**src/rtl/bpsk_demod_pkg.sv**
```systemverilog
// Package: shared constants and elaboration-time helpers for the BPSK demodulator.
// Assumes: callers pass a positive tap count and step.
package bpsk_demod_pkg;

    // Triangular symmetric low-pass tap value for index i of a taps-long filter.
    function automatic int tri_coef(input int i, input int taps, input int step);
        int m;
        m = (i < (taps - 1 - i)) ? i : (taps - 1 - i);
        return step * (m + 1);
    endfunction

    // Quarter-rate carrier value for a two-bit phase index.
    function automatic int quarter_carrier(input int phase, input int amp);
        case (phase)
            0:       return amp;
            2:       return -amp;
            default: return 0;
        endcase
    endfunction

endpackage

```
**src/rtl/carrier_mixer.sv**
```systemverilog
// Module: carrier_mixer
// Multiplies each accepted sample by a quarter-rate local carrier (+A, 0, -A, 0).
// Three register stages: operand capture, product, scaled result.
// Assumes: take pulses only when the top accepts a sample; CARR_AMP < 2**(DATA_W-1).
module carrier_mixer
    import bpsk_demod_pkg::*;
#(
    parameter int DATA_W   = 16,
    parameter int CARR_AMP = 32767
) (
    input  logic                     clk,
    input  logic                     rst_n,
    input  logic                     take,
    input  logic signed [DATA_W-1:0] samp,
    output logic                     mix_valid,
    output logic signed [DATA_W-1:0] mix_data
);
    localparam int PROD_W = 2 * DATA_W;
    localparam int SCALE  = DATA_W - 1;

    logic [1:0]               phase_q;
    logic signed [DATA_W-1:0] op_a_q;
    logic signed [DATA_W-1:0] op_b_q;
    logic signed [PROD_W-1:0] prod_q;
    logic signed [PROD_W-1:0] scaled;
    logic                     v1_q;
    logic                     v2_q;
    logic signed [DATA_W-1:0] carr_now;

    // Carrier value for the current phase.
    assign carr_now = DATA_W'(quarter_carrier(int'(phase_q), CARR_AMP));

    // Stage 1: capture operands and advance the carrier phase per accepted sample.
    always_ff @(posedge clk) begin
        if (!rst_n) begin
            phase_q <= '0;
            op_a_q  <= '0;
            op_b_q  <= '0;
            v1_q    <= 1'b0;
        end else begin
            v1_q <= take;
            if (take) begin
                op_a_q  <= samp;
                op_b_q  <= carr_now;
                phase_q <= phase_q + 2'd1;
            end
        end
    end

    // Stage 2: full-precision signed product.
    always_ff @(posedge clk) begin
        if (!rst_n) begin
            prod_q <= '0;
            v2_q   <= 1'b0;
        end else begin
            v2_q   <= v1_q;
            prod_q <= op_a_q * op_b_q;
        end
    end

    // Arithmetic rescale back to sample width.
    assign scaled = prod_q >>> SCALE;

    // Stage 3: register the rescaled product.
    always_ff @(posedge clk) begin
        if (!rst_n) begin
            mix_data  <= '0;
            mix_valid <= 1'b0;
        end else begin
            mix_valid <= v2_q;
            mix_data  <= scaled[DATA_W-1:0];
        end
    end
endmodule

```
**src/rtl/mac_lowpass.sv**
```systemverilog
// Module: mac_lowpass
// Time-multiplexed FIR: a circular history buffer, a tap counter and one
// multiply-accumulate run TAPS cycles per input, then round and saturate.
// Assumes: TAPS is a power of two; no new input arrives while a pass runs.
module mac_lowpass
    import bpsk_demod_pkg::*;
#(
    parameter int DATA_W    = 16,
    parameter int COEF_W    = 16,
    parameter int TAPS      = 128,
    parameter int ACC_W     = 40,
    parameter int COEF_STEP = 4,
    parameter int OUT_SHIFT = 13
) (
    input  logic                     clk,
    input  logic                     rst_n,
    input  logic                     in_valid,
    input  logic signed [DATA_W-1:0] in_data,
    output logic                     pass_done,
    output logic                     out_valid,
    output logic signed [DATA_W-1:0] out_data
);
    localparam int IDX_W  = $clog2(TAPS);
    localparam int TERM_W = DATA_W + COEF_W;
    localparam logic signed [ACC_W-1:0] RND  = ACC_W'(1) <<< (OUT_SHIFT - 1);
    localparam logic signed [ACC_W-1:0] SMAX = ACC_W'((1 << (DATA_W - 1)) - 1);
    localparam logic signed [ACC_W-1:0] SMIN = -(SMAX + ACC_W'(1));

    logic signed [COEF_W-1:0] coef_tab [TAPS];
    logic signed [DATA_W-1:0] hist_q   [TAPS];
    logic [IDX_W-1:0]         head_q;
    logic [IDX_W-1:0]         tap_q;
    logic [IDX_W-1:0]         rd_idx;
    logic                     run_q;
    logic                     fin_q;
    logic signed [ACC_W-1:0]  acc_q;
    logic signed [TERM_W-1:0] term;
    logic signed [ACC_W-1:0]  term_ext;
    logic signed [ACC_W-1:0]  rounded;
    logic signed [DATA_W-1:0] clipped;

    // Constant coefficient table, one entry per tap.
    for (genvar g = 0; g < TAPS; g++) begin : g_coef
        assign coef_tab[g] = COEF_W'(tri_coef(g, TAPS, COEF_STEP));
    end

    // Newest sample sits at head; older ones follow backwards.
    assign rd_idx   = head_q - tap_q;
    assign term     = hist_q[rd_idx] * coef_tab[tap_q];
    assign term_ext = {{(ACC_W - TERM_W){term[TERM_W-1]}}, term};

    // History write: advance head and store the new mixed sample.
    always_ff @(posedge clk) begin
        if (!rst_n) begin
            head_q <= '0;
            for (int i = 0; i < TAPS; i++) hist_q[i] <= '0;
        end else if (in_valid) begin
            head_q                 <= head_q + IDX_W'(1);
            hist_q[head_q + IDX_W'(1)] <= in_data;
        end
    end

    // Pass control and accumulation: clear on a new sample, add one tap per cycle.
    always_ff @(posedge clk) begin
        if (!rst_n) begin
            run_q <= 1'b0;
            fin_q <= 1'b0;
            tap_q <= '0;
            acc_q <= '0;
        end else if (in_valid) begin
            run_q <= 1'b1;
            fin_q <= 1'b0;
            tap_q <= '0;
            acc_q <= '0;
        end else if (run_q) begin
            acc_q <= acc_q + term_ext;
            tap_q <= tap_q + IDX_W'(1);
            if (tap_q == IDX_W'(TAPS - 1)) begin
                run_q <= 1'b0;
                fin_q <= 1'b1;
            end
        end else begin
            fin_q <= 1'b0;
        end
    end

    assign pass_done = fin_q;

    // Round half up and clip to the output width.
    always_comb begin
        rounded = (acc_q + RND) >>> OUT_SHIFT;
        if (rounded > SMAX)      clipped = SMAX[DATA_W-1:0];
        else if (rounded < SMIN) clipped = SMIN[DATA_W-1:0];
        else                     clipped = rounded[DATA_W-1:0];
    end

    // Output register: update and strobe once per finished pass.
    always_ff @(posedge clk) begin
        if (!rst_n) begin
            out_valid <= 1'b0;
            out_data  <= '0;
        end else begin
            out_valid <= fin_q;
            if (fin_q) out_data <= clipped;
        end
    end
endmodule

```
**src/rtl/sign_slicer.sv**
```systemverilog
// Module: sign_slicer
// Registered greater-or-equal-to-zero comparison followed by a 1/0 select.
// Assumes: in_valid is a single-cycle strobe.
module sign_slicer #(
    parameter int DATA_W = 16
) (
    input  logic                     clk,
    input  logic                     rst_n,
    input  logic                     in_valid,
    input  logic signed [DATA_W-1:0] in_data,
    output logic                     dec_valid,
    output logic                     dec_bit
);
    logic cmp_q;

    // Comparator register: captured only on a strobe, held otherwise.
    always_ff @(posedge clk) begin
        if (!rst_n) begin
            cmp_q     <= 1'b0;
            dec_valid <= 1'b0;
        end else begin
            dec_valid <= in_valid;
            if (in_valid) cmp_q <= (in_data >= 0);
        end
    end

    // Constant select driven by the comparator.
    assign dec_bit = cmp_q ? 1'b1 : 1'b0;
endmodule

```
**src/rtl/bpsk_coh_demod.sv**
```systemverilog
// Module: bpsk_coh_demod (top)
// Mixer -> shared-MAC low-pass -> sign slicer, with valid/ready input flow control.
// Assumes: upstream holds in_data stable while in_valid is high and in_ready low.
module bpsk_coh_demod #(
    parameter int DATA_W    = 16,
    parameter int COEF_W    = 16,
    parameter int TAPS      = 128,
    parameter int ACC_W     = 40,
    parameter int COEF_STEP = 4,
    parameter int OUT_SHIFT = 13,
    parameter int CARR_AMP  = 32767
) (
    input  logic                     clk,
    input  logic                     rst_n,
    input  logic                     in_valid,
    output logic                     in_ready,
    input  logic signed [DATA_W-1:0] in_data,
    output logic                     filt_valid,
    output logic signed [DATA_W-1:0] filt_out,
    output logic                     bit_valid,
    output logic                     bit_out
);
    logic                     busy_q;
    logic                     take;
    logic                     mix_valid;
    logic signed [DATA_W-1:0] mix_data;
    logic                     pass_done;

    assign in_ready = !busy_q;
    assign take     = in_valid && !busy_q;

    // Busy flag: set on acceptance, cleared when the MAC pass finishes.
    always_ff @(posedge clk) begin
        if (!rst_n)         busy_q <= 1'b0;
        else if (take)      busy_q <= 1'b1;
        else if (pass_done) busy_q <= 1'b0;
    end

    carrier_mixer #(
        .DATA_W  (DATA_W),
        .CARR_AMP(CARR_AMP)
    ) mixer_i (
        .clk      (clk),
        .rst_n    (rst_n),
        .take     (take),
        .samp     (in_data),
        .mix_valid(mix_valid),
        .mix_data (mix_data)
    );

    mac_lowpass #(
        .DATA_W   (DATA_W),
        .COEF_W   (COEF_W),
        .TAPS     (TAPS),
        .ACC_W    (ACC_W),
        .COEF_STEP(COEF_STEP),
        .OUT_SHIFT(OUT_SHIFT)
    ) fir_i (
        .clk      (clk),
        .rst_n    (rst_n),
        .in_valid (mix_valid),
        .in_data  (mix_data),
        .pass_done(pass_done),
        .out_valid(filt_valid),
        .out_data (filt_out)
    );

    sign_slicer #(
        .DATA_W(DATA_W)
    ) slicer_i (
        .clk      (clk),
        .rst_n    (rst_n),
        .in_valid (filt_valid),
        .in_data  (filt_out),
        .dec_valid(bit_valid),
        .dec_bit  (bit_out)
    );
endmodule

```
**config.mk**
```make
export PLATFORM = sky130hd
export DESIGN_NAME = bpsk_coh_demod
export DESIGN_NICKNAME = d
export VERILOG_FILES = /design/src/rtl/bpsk_demod_pkg.sv /design/src/rtl/carrier_mixer.sv /design/src/rtl/mac_lowpass.sv /design/src/rtl/sign_slicer.sv /design/src/rtl/bpsk_coh_demod.sv
export SDC_FILE = /design/constraint.sdc
export NUM_CORES = 2
export LEC_CHECK = 0
export BUFFER_PORTS_ARGS = -buffer_cell sky130_fd_sc_hd__buf_4
export CORE_MARGIN = 1
export CORE_UTILIZATION = 40
export CTS_BUF_LIST = sky130_fd_sc_hd__clkbuf_16
export DETAILED_ROUTE_END_ITERATION = 12
export GPL_ROUTABILITY_DRIVEN = 0
export GPL_TIMING_DRIVEN = 0
export PLACE_DENSITY = 0.5
export SLEW_MARGIN = 20
export SYNTH_ARGS = -nofsm -noshare
export SYNTH_HDL_FRONTEND = slang
export SYNTH_HIERARCHICAL = 1
export SYNTH_SLANG_ARGS = --single-unit
export TNS_END_PERCENT = 10
```
**constraint.sdc**
```tcl
create_clock -name clk -period 23.3 [get_ports clk]
set_input_delay 2.33 -clock clk [delete_from_list [all_inputs] [get_ports clk]]
set_output_delay 2.33 -clock clk [all_outputs]
set_load 0.01 [all_outputs]
```
* Word level (Yosys, flattened, before mapping)
Memory sizes are Yosys's and may differ from the RTL's.
Index checks and enable logic that the tools add are counted.
** Word-level totals
- Register bits after elaboration :: 160
- Bits in writable memories :: 2048
- Bits in read-only memories :: 2048
- Bits of input ports :: 19
- Output and inout port bits :: 20
- Word-level logic and storage cells :: 62
- Memories :: 2
** Memory list
- (no name shown) :: words 128, width 16, rd ports 1, clocked after memory_dff 0, write ports 0, line mac_lowpass.sv:49 : assign term = hist_q[rd_idx] * coef_tab[tap_q];
- fir_i.hist_q :: words 128, width 16, rd ports 1, clocked after memory_dff 0, write ports 128, line mac_lowpass.sv:30 : logic signed [DATA_W-1:0] hist_q [TAPS];
** Cells by class
- Add/subtract/negate cells :: 6
- $mul :: 2
- $lt $le $gt $ge :: 4
- Equal/unequal tests :: 2
- Mux-type cells :: 18
- Bitwise operators :: 3
- Reductions and logical operators :: 7
** Operators by type and width (count)
- two-way mux 16 bit :: 5
- adder 40 x 14 -> 40 bit, second input constant :: 1
- adder 40 x 32 -> 40 bit :: 1
- multiplier 16 x 16 -> 32 bit :: 1
- case mux 16 bit (2 select lines) :: 1
- multiplier 16 x 16 -> 31 bit :: 1
- > comparator 27 x 16 -> 1 bit, second input constant :: 1
- less-than comparator 27 x 16 -> 1 bit, second input constant :: 1
- greater-or-equal comparator 16 x 1 -> 1 bit, second input constant :: 1
- OR reduction 16 bit :: 1
- adder 7 x 1 -> 7 bit, second input constant :: 2
- two-way mux 1 bit :: 11
- greater-or-equal comparator 8 bit, second input constant :: 1
- inverter 7 -> 8 bit :: 1
- equality test 7 bit, second input constant :: 1
- two-way mux 7 bit :: 1
- subtractor 7 bit :: 1
- OR reduction 3 bit :: 1
- adder 2 x 1 -> 2 bit, second input constant :: 1
- equality test 2 bit, second input constant :: 1
- logical NOT 2 bit :: 1
- inverter 1 bit :: 2
- nonzero test 2 bit :: 1
- OR reduction 2 bit :: 1
- other kinds (2) :: 2

* Longest topological paths before layout
- Word-level depth :: 6
- Depth in mapped cells :: 36
- Gate-level depth less buffers :: 31

* By module
The synthesis kept the hierarchy.
** Modules (own cells, without submodules)
- mac_lowpass :: times used 1, cells each 7285, area an instance 106036.7 um^2, seq. area each 62920.3 um^2
- carrier_mixer :: times used 1, cells each 927, area an instance 8745.9 um^2, seq. area each 1121.1 um^2
- sign_slicer :: times used 1, cells each 5, area an instance 61.3 um^2, seq. area each 40.0 um^2
- bpsk_coh_demod :: times used 1, cells each 5, area an instance 43.8 um^2, seq. area each 20.0 um^2

* Worst setup path before layout
OpenSTA, ideal clock, no wires.
- Kind :: flip-flop to flip-flop
- Start :: register fir_i.head_q[0]
- End :: register fir_i.acc_q[37]
- Library setup time :: 0.122 ns
- Data arrival time :: 8.381 ns
- Required time :: 23.178 ns
- Slack :: 14.797 ns
- Cell stages (with the launch flop) :: 32
- Buffers on the path :: 4
- Period minus slack after synthesis :: 8.503 ns
- Cells stage by stage :: dfxtp_1 inv_1 ha_1 fa_1 buf_2 buf_2 buf_4 mux4_2 mux4_2 mux2_2 o211ai_1 buf_4 a21oi_1 ha_1 fa_1 inv_1 fa_1 inv_1 fa_1 ha_1 inv_1 fa_1 inv_1 ha_1 a21o_1 a21o_1 a21o_1 a311o_1 nor3_1 a21oi_1 nor4b_1 a311o_1
** Between the ends
- Cells in the longest elaborated chain, start to end :: 4
** RTL lines
- start: declaration :: line mac_lowpass.sv:31 : logic [IDX_W-1:0] head_q;
- start signal: assignment :: line mac_lowpass.sv:58 : head_q <= head_q + IDX_W'(1);
- subtractor 7 bit :: line mac_lowpass.sv:48 : assign rd_idx = head_q - tap_q;
- memory (128 x 16 bit)
- multiplier 16 x 16 -> 32 bit :: line mac_lowpass.sv:49
- adder 40 x 32 -> 40 bit :: line mac_lowpass.sv:76 : acc_q <= acc_q + term_ext;
- end signal: assignment :: line mac_lowpass.sv:76
- end: declaration :: line mac_lowpass.sv:36 : logic signed [ACC_W-1:0] acc_q;
No other way between the ends.
A chain may end at the register's enable or synchronous reset.

* Worst setup path after layout
- Start :: register fir_i.head_q[0]
- End :: register fir_i.acc_q[39]
The elaborated chain is that of the path after synthesis.

==> results.sh <==
export IMPL_route_detailed_drc=0
export IMPL_crit_type="flop to flop"
export IMPL_post_place_cells=12136
export IMPL_grt_start_max_net_pins=24
export IMPL_die_area_um2=289000
export IMPL_clock_latency_ns=0.93
export IMPL_cts_buffers=242
export IMPL_final_util_pct=45.5
export IMPL_htree_levels=4
export IMPL_syn_area_um2=115000
export IMPL_ys_seq_area_share_pct=55.8
export IMPL_cts_sinks=2178
export IMPL_crit_buf_inv=9
export IMPL_critPathCapture="fir_i/acc_q[39]$_SDFFE_PP0P_"
export IMPL_drt_pass1_iter_count=8
export IMPL_pre_cts_slack_ns=11.85
export IMPL_slowest_delay_ns=0.94
export IMPL_muxShareOfSynthArea_pct=13.5
export IMPL_start_util_pct=40.2
export IMPL_synth_xor_area_share_pct=0.686
export IMPL_cts_tree="built"
export IMPL_cp_start_kind="flop"
export IMPL_cp_arrival_ns=12.51
export IMPL_syn_area_per_cell_um2=14.0
export IMPL_reg2reg_depth=32
export IMPL_holdWs_ns=0.422
export IMPL_maxSlewViolCount=0
export IMPL_route_antenna_remaining_nets=0
export IMPL_io_pin_count=39
export IMPL_min_path_cells=1
export IMPL_r2r_start="fir_i/head_q[0]$_SDFFE_PN0P_"
export IMPL_total_power_mw=9.24
export IMPL_syn_nets=8810
export IMPL_cts_resized=0
export IMPL_drive_gt1_share_pct=17.1
export IMPL_cp_max_fo=11
export IMPL_hold_viol_final=0
export IMPL_synth_cells=8222
export IMPL_drt_iter0_drc=6312
export IMPL_synth_adder_area_share_pct=8.19
export IMPL_synthSimpleGateAreaFrac_pct=13.8
export IMPL_reg2reg_setup_slack_ns=11.57
export IMPL_crit_top_cell="fa_1"
export IMPL_cp_depth=32
export IMPL_slowest_stage="o211ai_1"
export IMPL_clkTransAtPathRegs_ns=0.06
export IMPL_fmax_mhz=85.2
export IMPL_clk_root_buffer_cell="clkbuf_16"
export IMPL_grt_pass1_wl_um=525000
export IMPL_antenna_found_initial=27
export IMPL_cp_top_family="adder cells"
export IMPL_critPathCaptureType="flop"
export IMPL_rsz0062_at_grt="no"
export IMPL_required_ns=24.07
export IMPL_dieWidth_um=538
export IMPL_power_density_nw_per_um2=71.1
export IMPL_ir_worst_vdd_mv=0.0607
export IMPL_maxCapViolCount=0
export IMPL_clk_path_buf_depth=4
export IMPL_synth_compound_area_share_pct=3.70
export IMPL_ys_warn_count=6
export IMPL_wl_per_cell_um=29.6
export IMPL_cts_hold_fix_buffers=0
export IMPL_die_h_um=538
export IMPL_nets=9210
export IMPL_finalCritPeriodShare_pct=50.4
export IMPL_final_cells=12583
export IMPL_row_count=196
export IMPL_fin_skew_ns=0.0681
export IMPL_grt_pass1_vias=70281
export IMPL_setup_tns_final_ns=0
export IMPL_ys_types=87
export IMPL_worst_pin_slew_ns=1.27
export IMPL_area_delta_synth_final_pct=13.1
export IMPL_post_cts_buffers=0
export IMPL_slew_headroom_pct=15.0
export IMPL_vias_per_cell=5.49
export IMPL_setup_slack_ns=11.57
export IMPL_layout_min_cycle_time_ns=11.73
export IMPL_grt_ovfl_total=0
export IMPL_io_buffers=38
export IMPL_finalSetupViolations=0
export IMPL_mostFrequentLayoutCells="and2_1 (2,101), edfxtp_1 (2,048), inv_1 (622), mux4_2 (577), clkbuf_1 (437)"
export IMPL_async_reset_ff_share_pct=0
export IMPL_ys_ff_latch=2178
export IMPL_status="finished clean"
export IMPL_cp_startpoint="fir_i/head_q[0]$_SDFFE_PN0P_"
export IMPL_vias=69097
export IMPL_final_common_cell="and2_1"
export IMPL_min_path_type="flop to flop"
export IMPL_dp_hpwl_um=275000
export IMPL_place_area_um2=122000
export IMPL_core_area_um2=285000
export IMPL_p_leak_nw=48.5
export IMPL_design_area_um2=130000
export IMPL_grtUsageTotal_pct=25.7
export IMPL_synth_top_family_by_area="simple AND/OR/NAND/NOR gates"
export IMPL_synth_flop_cell="edfxtp_1"
export IMPL_wl_um=372000
export IMPL_synth_edf_count=2048
export IMPL_r2r_end="fir_i/acc_q[39]$_SDFFE_PP0P_"
-- cell type report --
cell class	count	area (µm²)
clock inverters	195	1300
repair buffers	156	2030
inverters	549	2060
flip-flops and latches	2178	64100
diodes	4	10.0
clock buffers	244	6110
well taps	3762	4710
multi-input cells	4837	46700
fillers	25734	155000
plain buffers	658	2940
-- cell families after synthesis --
logic type,count (synthesis)
adders and majority gates,571
and+or+nand+nor,2696
DFF,2178
xor gates and xnor gates,90
AOI/OAI and AO/OA,661
buffers and inverters,1207
muxes,819
-- registers in the layout, indices dropped and copies added, names as in the netlist, 3 cells and up --
name,flops
mixer_i/prod_q,16
mixer_i/op_a_q,16
mixer_i/mix_data,16
fir_i/acc_q,38
fir_i/hist_q,2048
fir_i/tap_q,7
fir_i/out_data,16
mixer_i/op_b_q,3
fir_i/head_q,7
-- cell usage after synthesis, types with 86 or more instances --
library cell  instances  share of area, %
a21oi_1             200              0.87
buf_2                94              0.41
o21ai_0             189              0.82
dfxtp_1             130               2.3
clkbuf_1            484               1.6
ha_1                266               2.9
inv_1               548               1.8
fa_1                303               5.3
nor2_1              242              0.79
mux2i_1             143               1.2
and2_1             2101                11
nand2_1             122              0.40
mux4_2              577                11
nand3_1              86              0.37
edfxtp_1           2048                54
-- worst min-delay path by stage --
stage | start | to | slack [ns]
after detailed placement | mixer_i/prod_q[20]$_SDFF_PN0_ | mixer_i/mix_data[5]$_SDFF_PN0_ | 0.42
final | mixer_i/prod_q[18]$_SDFF_PN0_ | mixer_i/mix_data[3]$_SDFF_PN0_ | 0.42
after global routing | mixer_i/prod_q[18]$_SDFF_PN0_ | mixer_i/mix_data[3]$_SDFF_PN0_ | 0.43
after floorplan | mixer_i/prod_q[19]$_SDFF_PN0_ | mixer_i/mix_data[4]$_SDFF_PN0_ | 0.41
after global placement | mixer_i/v2_q$_SDFF_PN0_ | mixer_i/mix_valid$_SDFF_PN0_ | 0.42
after CTS | mixer_i/prod_q[18]$_SDFF_PN0_ | mixer_i/mix_data[3]$_SDFF_PN0_ | 0.41
-- per-layer routing --
layer | share of wire (%) | routed length (µm) | GRT usage [%] | vias up
met2 | 47 | 177000 | 41.8 | 2300
met3 | 6.2 | 23100 | 3.85 | 562
met4 | 4.3 | 15900 | 9.96 | 6
met1 | 42 | 156000 | 34.7 | 36096
met5 | 0.013 | 48 | 0 | -
li1 | - | - | - | 30133
-- power by group --
part | internal [mW] | switching (mW) | total (mW)
combinational | 0.388 | 0.731 | 1.12
clock | 2.03 | 1.61 | 3.64
sequential | 4.43 | 0.0541 | 4.48
total | 6.85 | 2.39 | 9.24
(Power assumes the default switching activity.)
